File: src/rtl/evmon_unit.sv
module evmon_unit #(
  parameter int CNT_W    = 32,
  parameter int EVT_W    = 48,
  parameter int PRESCALE = 64
) (
  input  logic             clk,
  input  logic             rst_n,
  input  logic             reg_we,
  input  logic [1:0]       reg_addr,
  input  logic [31:0]      reg_wdata,
  output logic [31:0]      reg_rdata,
  input  logic [EVT_W-1:0] evt_in,
  output logic             irq
);
  localparam int PW = (PRESCALE > 2) ? $clog2(PRESCALE) : 1;
  localparam logic [PW-1:0] PRE_LAST = PW'(PRESCALE - 1);

  logic             run, div;
  logic [2:0]       ien, ovf;
  logic [7:0]       sel0, sel1;
  logic [CNT_W-1:0] cyc, c0, c1;
  logic [PW-1:0]    pre;
  logic [255:0]     evt_ext;

  assign evt_ext = 256'(evt_in);

  wire ctl_we  = reg_we && (reg_addr == 2'd0);
  wire ld_cyc  = reg_we && (reg_addr == 2'd1);
  wire ld0     = reg_we && (reg_addr == 2'd2);
  wire ld1     = reg_we && (reg_addr == 2'd3);
  wire clr_ev  = ctl_we && reg_wdata[1];
  wire clr_cyc = ctl_we && reg_wdata[2];

  wire tick = run && (!div || (pre == PRE_LAST));
  wire inc0 = run && evt_ext[sel0];
  wire inc1 = run && evt_ext[sel1];

  wire [2:0] wrap = {tick && (&cyc) && !clr_cyc && !ld_cyc,
                     inc1 && (&c1)  && !clr_ev  && !ld1,
                     inc0 && (&c0)  && !clr_ev  && !ld0};
  wire [2:0] clr_flag = ctl_we ? reg_wdata[10:8] : 3'b000;

  always_ff @(posedge clk or negedge rst_n) begin
    if (!rst_n) begin
      run  <= 1'b0;
      div  <= 1'b0;
      ien  <= '0;
      sel0 <= '0;
      sel1 <= '0;
      ovf  <= '0;
    end else begin
      if (ctl_we) begin
        run  <= reg_wdata[0];
        div  <= reg_wdata[3];
        ien  <= reg_wdata[6:4];
        sel0 <= reg_wdata[27:20];
        sel1 <= reg_wdata[19:12];
      end
      ovf <= (ovf & ~clr_flag) | wrap;
    end
  end

  always_ff @(posedge clk or negedge rst_n) begin
    if (!rst_n)             pre <= '0;
    else if (clr_cyc)       pre <= '0;
    else if (run && div)    pre <= (pre == PRE_LAST) ? '0 : pre + 1'b1;
  end

  always_ff @(posedge clk or negedge rst_n) begin
    if (!rst_n)       cyc <= '0;
    else if (clr_cyc) cyc <= '0;
    else if (ld_cyc)  cyc <= reg_wdata[CNT_W-1:0];
    else if (tick)    cyc <= cyc + 1'b1;
  end

  always_ff @(posedge clk or negedge rst_n) begin
    if (!rst_n)      c0 <= '0;
    else if (clr_ev) c0 <= '0;
    else if (ld0)    c0 <= reg_wdata[CNT_W-1:0];
    else if (inc0)   c0 <= c0 + 1'b1;
  end

  always_ff @(posedge clk or negedge rst_n) begin
    if (!rst_n)      c1 <= '0;
    else if (clr_ev) c1 <= '0;
    else if (ld1)    c1 <= reg_wdata[CNT_W-1:0];
    else if (inc1)   c1 <= c1 + 1'b1;
  end

  always_comb begin
    case (reg_addr)
      2'd0:    reg_rdata = {4'b0, sel0, sel1, 1'b0, ovf, 1'b0, ien, div, 2'b0, run};
      2'd1:    reg_rdata = 32'(cyc);
      2'd2:    reg_rdata = 32'(c0);
      default: reg_rdata = 32'(c1);
    endcase
  end

  assign irq = |(ovf & ien);

  p_idle_r2: assert property (@(posedge clk) disable iff (!rst_n)
    (!run && !reg_we) |=> ($stable(c0) && $stable(c1) && $stable(cyc)));

  p_cyc_step_r4: assert property (@(posedge clk) disable iff (!rst_n)
    (run && !div && !clr_cyc && !ld_cyc) |=> (cyc == $past(cyc) + 1'b1));

  p_load_r5: assert property (@(posedge clk) disable iff (!rst_n)
    ld0 |=> (c0 == $past(reg_wdata[CNT_W-1:0])));

  p_clear_r6: assert property (@(posedge clk) disable iff (!rst_n)
    clr_ev |=> (c0 == '0 && c1 == '0));

  p_wrap_r7: assert property (@(posedge clk) disable iff (!rst_n)
    (inc0 && (&c0) && !clr_ev && !ld0) |=> (c0 == '0 && ovf[0]));

  p_hold_r8: assert property (@(posedge clk) disable iff (!rst_n)
    (ovf[1] && !(ctl_we && reg_wdata[9])) |=> ovf[1]);

  p_mask_r9: assert property (@(posedge clk) disable iff (!rst_n)
    (ctl_we && reg_wdata[6:4] == 3'b000) |=> !irq);
endmodule

File: config.mk
export PLATFORM = sky130hd
export DESIGN_NAME = evmon_unit
export DESIGN_NICKNAME = d
export VERILOG_FILES = /design/src/rtl/evmon_unit.sv
export SDC_FILE = /design/constraint.sdc
export NUM_CORES = 1
export LEC_CHECK = 0
export BUFFER_PORTS_ARGS = -buffer_cell sky130_fd_sc_hd__buf_4
export CORE_UTILIZATION = 63
export DETAILED_ROUTE_END_ITERATION = 6
export GPL_ROUTABILITY_DRIVEN = 1
export GPL_TIMING_DRIVEN = 0
export PLACE_DENSITY = 0.86
export SLEW_MARGIN = 5
export SYNTH_ARGS = -nofsm -noshare
export SYNTH_HDL_FRONTEND = slang
export SYNTH_SLANG_ARGS = --single-unit
File: constraint.sdc
create_clock -name clk -period 5.6 [get_ports clk]
set_input_delay 1.12 -clock clk [delete_from_list [all_inputs] [get_ports clk]]
set_output_delay 1.12 -clock clk [all_outputs]
set_load 0.005 [all_outputs]
* Yosys cells after proc, flatten, opt, wreduce, memory -nomap -nowiden
Index checks and enable logic that the tools add are counted.
** Storage, ports and cells
- Input port bits :: 85
- Bits in registers :: 126
** Cells by class
- Reduce and logical (&&, ||, !) cells :: 35
- Bitwise gates (word level) :: 4
- Magnitude comparators :: 2
- Equality and inequality tests :: 4
- Add/sub/neg operators :: 4
- Muxes and demuxes :: 18
** Operators by type and width (count)
- 32-bit 2-to-1 mux :: 9
- 32-bit by 1-bit adder with 32-bit output, second input constant :: 3
- 32-bit one-hot mux with 3 select lines :: 1
- 32-bit AND reduction :: 3
- 1-bit logical AND :: 19
- 8-bit by 9-bit less-than comparator with 1-bit output, second input constant :: 2
- 6-bit 2-to-1 mux :: 3
- 1-bit binary-select mux with 8-bit select :: 2
- 3-bit nonzero test :: 3
- 6-bit by 1-bit adder with 6-bit output, second input constant :: 1
- 3-bit bitwise AND :: 2
- 6-bit equality test, second input constant :: 1
- 1-bit zero test :: 6
- 2-bit equality test, second input constant :: 2
- 3-bit 2-to-1 mux :: 1
- 3-bit NOT :: 1
- 3-bit OR :: 1
- 3-bit OR reduction :: 1
- 2-bit by 1-bit equality test with 1-bit output, second input constant :: 1
- 2-bit zero test :: 1
- 1-bit 2-to-1 mux :: 2
- 2-bit nonzero test :: 1
- 1-bit logical OR :: 1

* Longest topological paths before layout
Gate-level depths: netlist of the first run.
- Word-level depth :: 7
- Depth in mapped cells :: 10
- Mapped depth without buffers :: 8

* Least setup slack after synthesis of the first run
No wires, ideal clock.
- Path kind :: input port to output port
- From :: input reg_addr[0]
- To :: output reg_rdata[0]
- Data required time :: 4480 ps
- Cell stages on the path :: 3
- Arrival time :: 2555 ps
- Setup slack :: 1925 ps
- Cells stage by stage :: buf_1 buf_1 mux4_2
** On the way
- Longest elaborated chain between the ends :: 2
- Elaborated cells between the ends (all ways) :: 4
- Classes of those cells :: eq/ne: 2; mux: 1; reduce/logical: 1
** Ends and longest elaborated chain
- start: declaration :: RTL line 9 : input logic [1:0] reg_addr,
- 2-bit equality test, or another cell as far along :: RTL line 91 : case (reg_addr)
- 32-bit one-hot mux with 3 select lines (*) :: RTL line 91
- end: declaration :: RTL line 11 : output logic [31:0] reg_rdata,
Every way passes the cells marked *; elsewhere a longest branch is shown, timed or not.

* Final worst setup path of the first run
- From :: input reg_addr[0]
- To :: output reg_rdata[20]
Same word-level chain as after synthesis.

==> results_dict.tcl, run 1 <==
set metrics [dict create \
    status "finished, final reports clean" \
    maxSlewHeadroom_pct 26.5 \
    crit_family "buffers and inverters" \
    period_share_pct 79.3 \
    drive_gt1_share_pct 24.6 \
    grt_pass1_vias 8238 \
    multi_input_area_sq_um 5110 \
    p_leak_nw 3.95 \
    cts_buffers 17 \
    fin_crit_ns 4.44 \
    avgSynthCellArea_sq_um 9.77 \
    fp.dieH_microns 119 \
    portBuffers 117 \
    grt_overflow 0 \
    ys_async_sr_fraction_pct 100 \
    hpwlAfterDp_microns 21300 \
    rsz0062_at_grt "no" \
    hold_viol_final 0 \
    ys_top_cells_by_area "dfrtp_1 37%, mux4_2 12%, xnor2_1 7.3%" \
    power.density_nw_per_um2 340 \
    syn_to_final_growth_pct 19.1 \
    grtUsageTotal_pct 43.0 \
    worst_pin_slew_ns 1.09 \
    cts_root_buf "clkbuf_16" \
    max_stage_delay_ns 0.79 \
    worst-path-max-fanout 10 \
    dp_cells 1177 \
    postCtsResizedCells 0 \
    clock_skew_ns 0.00899 \
    cts.sinks 126 \
    cts_buffer_depth 2 \
    cts-htree-levels 4 \
    hp-class "flop to flop" \
    hold_slack_ns 0.540 \
    clock_latency_ns 0.43 \
    viasPerCell 6.98 \
    synth.distinct_cells 57 \
    cts_tree "built" \
    antenna_found_initial 0 \
    ys_ff_latch 126 \
    cts.reportedPaths.clkPinSlew_ns 0.05 \
    setup_viol 0 \
    final_cells 1208 \
    syn-num-nets 972 \
    ys_seq_area_share_pct 36.5 \
    drc 0 \
    arrival_ns 3.32 \
    crit_chain "buf_4, buf_1, buf_1, mux4_2, buf_4" \
    drtIter0Drc 1198 \
    required_ns 4.48 \
    synth-main-ff-cell "dfrtp_1" \
    fin_setup_tns_ns 0 \
    die_x_microns 119 \
    routedWlPerCell_microns 24.2 \
    crit_buf_inv 4 \
    cp-end-kind "output port" \
    coreArea_sq_um 13300 \
    diodes 0 \
    layout.nets 1109 \
    synthCells 883 \
    netlist.area_leader.share_pct 36.5 \
    initial_utilization_pct 64.9 \
    ioPinCount 118 \
    place_congestion 1.01 \
    syn-cell-area_sq_um 8630 \
    grt_max_degree 79 \
    crit_type "input port to output port" \
    post_cts_buffers 0 \
    final-seq-area_sq_um 3150 \
    grt_pass1_wl_microns 45100 \
    cp_slowest_cell "buf_1" \
    postRouteAntennaNets 0 \
    die_area_sq_um 14200 \
    num_rows 42 \
    hold_buffers 0 \
    drv_cap 0 \
    yosysTopAreaCell "dfrtp_1" \
    cp-start-kind "input port" \
    yosysWarnings 0 \
    ir_drop_mv 0.275 \
    slew_viol_final 0 \
    synth_edf_count 0 \
    dr.pass1.iters 6 \
    max_clock_freq_mhz 225 \
    num_vias 8437 \
    wirelength_microns 29200 \
    n_fill_cell 898 \
]
per-layer routing:
layer / GRT usage (%) / wire length, microns
met2: 64.0 / 13200
met4: 22.3 / 1380
met1: 55.5 / 10400
met5: 4.04 / 0
met3: 14.6 / 4340
state kept, by name, summed over array words and instances (netlist names):
register and flops:
c0 32, c1 32, cyc 32, sel0 8
sel1 8, pre 6, ien 3, ovf 3
div 1, run 1
cell usage after synthesis (2+ instances only):
cell        n
a211oi_1   20
a21oi_1    56
a22o_1      8
a31oi_1     2
and3_1     12
and4_1      5
buf_1       5
buf_12      2
buf_2       7
buf_6       5
clkbuf_1   36
dfrtp_1   126
ha_1        4
inv_1      16
mux2_2     27
mux2i_1    11
mux4_1      4
mux4_2     45
nand2_1    91
nand2b_1    3
nand3_1    42
nand3b_1    2
nand4_1    24
nor2_1     64
nor2b_1     3
nor3_1     20
nor3_2     10
nor4_1     17
nor4b_1     8
nor4b_2     2
o211ai_1    4
o21ai_0    65
o21ai_1    18
o31ai_1     2
or3_1       5
or4_1       3
xnor2_1    72
xor2_1     18
kinds of logic (layout without fill, tap and decap cells):
logic type | after synthesis | count (layout) | synth area share [%]
buffers and inverters | 73 | 222 | 4.26
and+or+nand+nor | 322 | 322 | 19.4
xor gates and xnor gates | 90 | 90 | 9.13
DFF | 126 | 126 | 36.5
adders and majority gates | 4 | 4 | 0.580
muxes | 88 | 88 | 18.0
AOI/OAI and AO/OA | 180 | 180 | 12.1
stage by stage:
| step | worst slack, ns | total power (W) | instance area [sq um] | util, % |
|---|---|---|---|---|
| floorplan | 1.93 | 0.00202 | 8630 | - |
| global placement | 1.21 | 0.00241 | 9730 | 73.2 |
| detailed placement | 1.19 | 0.00245 | 9760 | 73.4 |
| CTS | 1.16 | 0.00345 | 10300 | 77.3 |
| global route | 1.09 | 0.00362 | 10300 | 77.3 |
| finish | 1.16 | 0.00350 | 10300 | 77.3 |
path summary, 6_finish.rpt:
| path | endpoint | slack [ns] | depth (start not counted) | from |
|---|---|---|---|---|
| setup reg to reg | cyc[20]$_DFFE_PN0P_ | 2.47 | 8 | pre[0]$_DFFE_PN0P_ |
| setup / recovery | reg_rdata[20] | 1.16 | 5 | reg_addr[0] |
| hold / removal | ien[0]$_DFFE_PN0P_ | 0.54 | 1 | ien[0]$_DFFE_PN0P_ |
| min in group asynchronous | c0[3]$_DFFE_PN0P_ | 0.64 | 1 | rst_n |
| hold reg to reg | ien[0]$_DFFE_PN0P_ | 0.54 | 1 | ien[0]$_DFFE_PN0P_ |
| max in group asynchronous | c1[1]$_DFFE_PN0P_ | 4.21 | 2 | rst_n |
cells in the final DEF (no fill, tap or decap), drive strengths merged, types with 3 or more instances in the layout:
cell and instances:
nand4 25, a22o 8, a21oi 56, clkinv 5, or3 5, and4 5, ha 4, mux4 49
mux2 27, inv 16, dfrtp 126, clkbuf 61, o21ai 83, nor2b 3, nand2b 3, o211ai 4
nor4 18, nor4b 10, xor2 18, nor2 65, nand2 91, a211oi 20, nor3 30, buf 139
nand3 42, or4 3, and3 12, xnor2 72, mux2i 12
where the power goes:
| group | switching, W | total (W) | internal, W | leakage, nW |
|---|---|---|---|---|
| logic | 0.000551 | 0.00112 | 0.000569 | 2.16 |
| clock network | 0.000402 | 0.000996 | 0.000594 | 0.257 |
| registers | 0.000281 | 0.00138 | 0.00110 | 1.53 |
final cells by class:
class | instances | area share [%]
timing repair buffer | 118 | 8.85
clock buffer | 25 | 4.72
multi-input combinational | 684 | 49.7
sequential | 126 | 30.7
tap | 176 | 2.14
clock inverter | 6 | 0.353
buffer | 57 | 2.99
inverter | 16 | 0.584
Note: power is estimated with default switching activity, not from simulation.
==> inputs of run 2 (changes only) <==
--- a/config.mk
+++ b/config.mk
@@ -5,12 +5,13 @@
 export SDC_FILE = /design/constraint.sdc
 export NUM_CORES = 1
 export LEC_CHECK = 0
+export ABC_AREA = 1
 export BUFFER_PORTS_ARGS = -buffer_cell sky130_fd_sc_hd__buf_4
-export CORE_UTILIZATION = 63
+export CORE_UTILIZATION = 54
 export DETAILED_ROUTE_END_ITERATION = 6
 export GPL_ROUTABILITY_DRIVEN = 1
 export GPL_TIMING_DRIVEN = 0
-export PLACE_DENSITY = 0.86
+export PLACE_DENSITY = 0.78
 export SLEW_MARGIN = 5
 export SYNTH_ARGS = -nofsm -noshare
 export SYNTH_HDL_FRONTEND = slang
==> constraint.sdc (replaced) <==
create_clock -name clk -period 3.75 [get_ports clk]
set_input_delay 0.75 -clock clk [delete_from_list [all_inputs] [get_ports clk]]
set_output_delay 0.75 -clock clk [all_outputs]
set_load 0.005 [all_outputs]
==> results_dict.tcl, run 2 <==
set metrics [dict create \
    syn-cell-area_sq_um 10300 \
    ioPinCount 118 \
    coreArea_sq_um 18600 \
    synthAdderAreaFrac_pct 0.488 \
    ys_seq_area_share_pct 30.7 \
    cts.sinks 126 \
    multi_input_area_sq_um 6020 \
    crit_path_start "reg_addr[0]" \
    slew_viol_final 0 \
    portBuffers 117 \
    ys_top_cells_by_area "dfrtp_1 31%, nand2_1 18%, nand3_1 8.1%" \
    cp-start-kind "input port" \
    yosysWarnings 0 \
    p_int_w 0.00414 \
    total_power_w 0.00766 \
    die_x_microns 140 \
    hold_viol_final 0 \
    violations "design-rule violations" \
    pre_cts_slack_ns 0.367 \
    avgSynthCellArea_sq_um 6.35 \
    place_congestion 1.20 \
    cts.reportedPaths.clkPinSlew_ns 0.07 \
    max_clock_freq_mhz 286 \
    synth_common_cells "489 x nand2_1, 167 x nand3_1, 152 x inv_1" \
    initial_utilization_pct 55.0 \
    ys_ff_latch 126 \
    power.density_nw_per_um2 636 \
    fp.dieH_microns 140 \
    status "finished with violations" \
    grtUsageTotal_pct 44.4 \
    drive_gt1_share_pct 12.7 \
    clock_latency_ns 0.44 \
    rr_endpoint "ovf[0]$_DFF_PN0_" \
    synthCells 1614 \
    clock_skew_ns 0.0109 \
    post_synth_mux_area_share_pct 0.0976 \
    n_fill_cell 1769 \
    ys_async_sr_fraction_pct 100 \
    synth-main-ff-cell "dfrtp_1" \
    grt_overflow 0 \
    switching_share_pct 45.9 \
    wirelength_microns 43000 \
    power.share.combinational_pct 42.8 \
    netlist.area_leader.share_pct 30.7 \
    period_share_pct 93.2 \
    drtIter0Drc 1708 \
    worst-path-max-fanout 10 \
    maxSlewHeadroom_pct 48.8 \
    rsz0062_at_grt "no" \
    hpwlAfterDp_microns 32900 \
    post_cts_buffers 0 \
    cts-htree-levels 4 \
    grt_pass1_vias 11400 \
    synth-simple-area-share_pct 36.2 \
    ir_drop_mv 0.371 \
    r2r_start "c0[1]$_DFFE_PN0P_" \
    synth.distinct_cells 47 \
    synth_most_common_cell "nand2_1" \
    synth_top_family_by_area "simple AND/OR/NAND/NOR gates" \
    cts_buffers 17 \
    drv_cap 0 \
    num_vias 12400 \
    syn_to_final_growth_pct 17.5 \
    syn-num-nets 1703 \
    crit_type "input port to output port" \
    finalWorstSetupSlack_ns 0.256 \
    largestRegisters "c0 (32), c1 (32), cyc (32)" \
    grt_max_degree 70 \
    synth-compound-area-share_pct 18.0 \
    layout_common_cells "489 x nand2_1, 167 x nand3_1, 152 x inv_1" \
    switchingPower_w 0.00352 \
    layout_commonest_cell "nand2_1" \
    cts_buffer_depth 2 \
    dr.pass1.iters 7 \
    seqPwrFrac_pct 34.8 \
    synth_edf_count 0 \
    worst_pin_slew_ns 0.768 \
    fin_crit_ns 3.49 \
    layout.nets 1840 \
    yosys.area_share.xor_xnor_pct 3.93 \
    antenna_found_initial 3 \
    cts_tree "built" \
    setup_viol 0 \
    hold_buffers 0 \
    routedWlPerCell_microns 21.5 \
    required_ns 3.00 \
    final-seq-area_sq_um 3150 \
    clock_power_share_pct 22.5 \
    reg2reg_depth 11 \
    p_leak_nw 5.65 \
    dp_cells 1966 \
    reg2reg_slack_ns 1.22 \
    hp-class "input port to asynchronous set/reset pin" \
    final_cells 1999 \
    die_area_sq_um 19500 \
    drc 1 \
    cts_root_buf "clkbuf_16" \
    cp-end-kind "output port" \
    postCtsResizedCells 0 \
    num_rows 50 \
    postRouteAntennaNets 0 \
    viasPerCell 6.18 \
    yosysTopAreaCell "dfrtp_1" \
    grt_pass1_wl_microns 64500 \
    fin_setup_tns_ns 0 \
    arrival_ns 2.74 \
]
-- run 2: cell count changes in the layout (fill, tap and decap cells not counted), moves of 43 or more --
cell	change
o21ai_0	+68
nand3_1	+125
inv_1	+136
mux4_2	-45
nand2_1	+398
xnor2_1	-62
a21oi_1	+43
-- run 2: metrics by stage --
| stage | utilization, % | hold slack, ns | cell area (sq um) |
|---|---|---|---|
| finish | 64.7 | 0.256 | 12100 |
| global route | 64.6 | 0.318 | 12100 |
| CTS | 64.6 | 0.295 | 12100 |
| detailed placement | 61.5 | 0.498 | 11500 |
| global placement | 61.3 | 0.493 | 11400 |
| floorplan | - | 0.454 | 10300 |
-- run 2: per-layer routing --
metal	GRT usage, %	routed length, microns
met5	0	13
met4	29.1	2960
met3	12.6	5670
met2	64.6	17900
met1	57.6	16400
-- run 2: critical path: stages --
cell and delay [ns]:
buf_4 0.13, nand2_1 0.10, clkbuf_1 0.59, inv_1 0.27, clkbuf_1 0.29, nand2_1 0.19, o2111ai_1 0.21, buf_4 0.21
-- run 2: final cells by class --
class | count | share of cell area (%)
Inverter | 164 | 5.15
Tap cell | 234 | 2.43
Sequential cell | 126 | 26.2
Buffer | 81 | 3.85
Clock buffer | 19 | 3.76
Antenna cell | 1 | 0.0208
Multi-Input combinational cell | 1243 | 49.9
Timing Repair Buffer | 118 | 7.55
Clock inverter | 13 | 1.15
-- run 2: worst max path at each step --
stage	endpoint	slack, ns
floorplan	reg_rdata[0]	1.32
global placement	reg_rdata[19]	0.38
detailed placement	reg_rdata[19]	0.37
CTS	reg_rdata[19]	0.37
global route	reg_rdata[19]	0.25
finish	reg_rdata[19]	0.26
-- run 2: power groups by stage --
| stage | Clock [W] | Sequential [W] | Combinational (W) |
|---|---|---|---|
| after floorplan | 0 | 0.00242 | 0.00212 |
| after global placement | 0 | 0.00262 | 0.00308 |
| after detailed placement | 0 | 0.00264 | 0.00315 |
| after CTS | 0.00172 | 0.00262 | 0.00316 |
| after global routing | 0.00177 | 0.00273 | 0.00357 |
| final | 0.00172 | 0.00266 | 0.00328 |
-- run 2: kinds of logic (layout without fill, tap and decap cells) --
family,Yosys count,count (layout)
flops,126,126
mux,1,1
buf+inv,245,395
simple gates,861,861
compound gates,331,331
fa+ha+maj,4,4
other cells,0,1
xor+xnor,46,46
==> inputs of run 3 (changes only) <==
--- a/config.mk
+++ b/config.mk
@@ -7,11 +7,12 @@
 export LEC_CHECK = 0
 export ABC_AREA = 1
 export BUFFER_PORTS_ARGS = -buffer_cell sky130_fd_sc_hd__buf_4
-export CORE_UTILIZATION = 54
+export CORE_ASPECT_RATIO = 1.4
+export CORE_UTILIZATION = 45
 export DETAILED_ROUTE_END_ITERATION = 6
 export GPL_ROUTABILITY_DRIVEN = 1
-export GPL_TIMING_DRIVEN = 0
-export PLACE_DENSITY = 0.78
+export GPL_TIMING_DRIVEN = 1
+export PLACE_DENSITY = 0.67
 export SLEW_MARGIN = 5
 export SYNTH_ARGS = -nofsm -noshare
 export SYNTH_HDL_FRONTEND = slang
==> results_dict.tcl, run 3 (same netlist as run 2, synthesis figures left out) <==
set metrics [dict create \
    status "finished, final reports clean" \
    coreArea_sq_um 22400 \
    grt_pass1_wl_microns 64900 \
    clock_skew_ns 0.00902 \
    layout.nets 1780 \
    dr.pass1.iters 6 \
    post_cts_buffers 0 \
    switching_share_pct 45.9 \
    crit_type "input port to output port" \
    n_fill_cell 2329 \
    place_congestion 1.01 \
    num_vias 11700 \
    seqPwrFrac_pct 37.2 \
    ir_drop_mv 0.376 \
    grtUsageTotal_pct 37.6 \
    cts_buffer_depth 2 \
    max_clock_freq_mhz 332 \
    layout_common_cells "489 x nand2_1, 167 x nand3_1, 152 x inv_1" \
    r2r_start "sel0[0]$_DFFE_PN0P_" \
    syn_to_final_growth_pct 14.9 \
    clock_latency_ns 0.44 \
    portBuffers 117 \
    worst-path-max-fanout 20 \
    clock_power_share_pct 21.5 \
    crit_top_cell "buf_4" \
    cts_buffers 17 \
    grt_pass1_vias 11100 \
    power.share.combinational_pct 41.3 \
    die_x_microns 130 \
    rr_endpoint "c0[25]$_DFFE_PN0P_" \
    crit_chain "buf_4, inv_1, nor2_1, buf_4, inv_1, o22ai_1, a21oi_1, o21ai_0, buf_4" \
    cts_tree "built" \
    grt_overflow 0 \
    reg2reg_slack_ns 0.99 \
    antenna_found_initial 0 \
    required_ns 3.00 \
    postCtsResizedCells 0 \
    diodes 0 \
    period_share_pct 80.3 \
    max_stage_delay_ns 0.50 \
    cp_slowest_cell "inv_1" \
    slew_viol_final 0 \
    cts.reportedPaths.clkPinSlew_ns 0.06 \
    cts-htree-levels 4 \
    postRouteAntennaNets 0 \
    worst_pin_slew_ns 0.835 \
    final-seq-area_sq_um 3150 \
    multi_input_area_sq_um 6020 \
    hp-class "input port to asynchronous set/reset pin" \
    largestRegisters "c0 (32), c1 (32), cyc (32)" \
    fp.dieH_microns 181 \
    drtIter0Drc 1160 \
    cts.sinks 126 \
    fin_setup_tns_ns 0 \
    maxSlewHeadroom_pct 44.4 \
    num_rows 65 \
    reg2reg_depth 13 \
    drive_gt1_share_pct 11.6 \
    rsz0062_at_grt "no" \
    routedWlPerCell_microns 21.4 \
    hold_buffers 0 \
    final_util_pct 52.5 \
    cts_root_buf "clkbuf_16" \
    hpwlAfterDp_microns 32700 \
    fin_crit_ns 3.01 \
    power.density_nw_per_um2 629 \
    viasPerCell 5.84 \
    switchingPower_w 0.00340 \
    p_leak_nw 5.49 \
    layout_commonest_cell "nand2_1" \
    hold_viol_final 0 \
    ioPinCount 118 \
    p_int_w 0.00401 \
    cp-start-kind "input port" \
    cp-end-kind "output port" \
    initial_utilization_pct 45.7 \
    die_area_sq_um 23400 \
    setup_viol 0 \
    arrival_ns 2.26 \
    wirelength_microns 42900 \
    grt_max_degree 83 \
    drc 0 \
    drv_cap 0 \
]
## run 3: cell types whose count changed in the layout (fill, tap and decap cells not counted), sizes merged
cell / change
clkinv: +1
clkinvlp: -4
inv: -2
bufinv: -1
clkbuf: -30
buf: -25
diode: -1
## run 3: final cells by class
cell class | count | area share, %
Multi-Input combinational cell | 1243 | 51.1
Sequential cell | 126 | 26.8
Timing Repair Buffer | 139 | 9.10
Inverter | 164 | 5.27
Clock buffer | 24 | 4.09
Tap cell | 301 | 3.20
Clock inverter | 7 | 0.531
## run 3: layer usage
layer  vias up  GRT usage [%]  share of wire (%)
met4         0           29.8                8.9
li1       5528              -                  -
met3       155           6.80                7.5
met1      5417           44.1                 38
met5         -              0                  0
met2       608           59.6                 46
## run 3: worst max-delay path: cells and delay by family
kind,cells,cell delay [ns]
simple gates,1,0.04
compound gates,3,0.42
buf+inv,5,1.04
## run 3: stage by stage
stage	setup slack, ns	instance area, sq um	hold WS (ns)	cells	power, W
after floorplan	1.32	10300	0.454	1614	0.00454
after global placement	0.766	11200	0.492	1973	0.00571
after detailed placement	0.778	11200	0.502	1973	0.00575
after CTS	0.777	11800	0.421	2004	0.00734
after global routing	0.637	11800	0.443	2004	0.00786
final	0.740	11800	0.387	2004	0.00741
## run 3: how the worst max path moves through the flow
stage / from / end / slack (ns) / cells after the start
2_1_floorplan: reg_addr[1] / reg_rdata[0] / 1.32 / 8
3_3_place_gp: reg_addr[1] / reg_rdata[18] / 0.77 / 8
3_5_place_dp: reg_addr[1] / reg_rdata[18] / 0.78 / 8
4_1_cts: reg_addr[1] / reg_rdata[18] / 0.78 / 8
5_1_grt: reg_addr[1] / reg_rdata[16] / 0.64 / 9
6_report: reg_addr[1] / reg_rdata[13] / 0.74 / 9
## run 3: power groups by stage
stage	Sequential, W	Combinational [W]	Clock, W
finish	0.00276	0.00306	0.00159
global route	0.00284	0.00338	0.00165
CTS	0.00273	0.00302	0.00159
detailed placement	0.00275	0.00300	0
global placement	0.00274	0.00297	0
floorplan	0.00242	0.00212	0
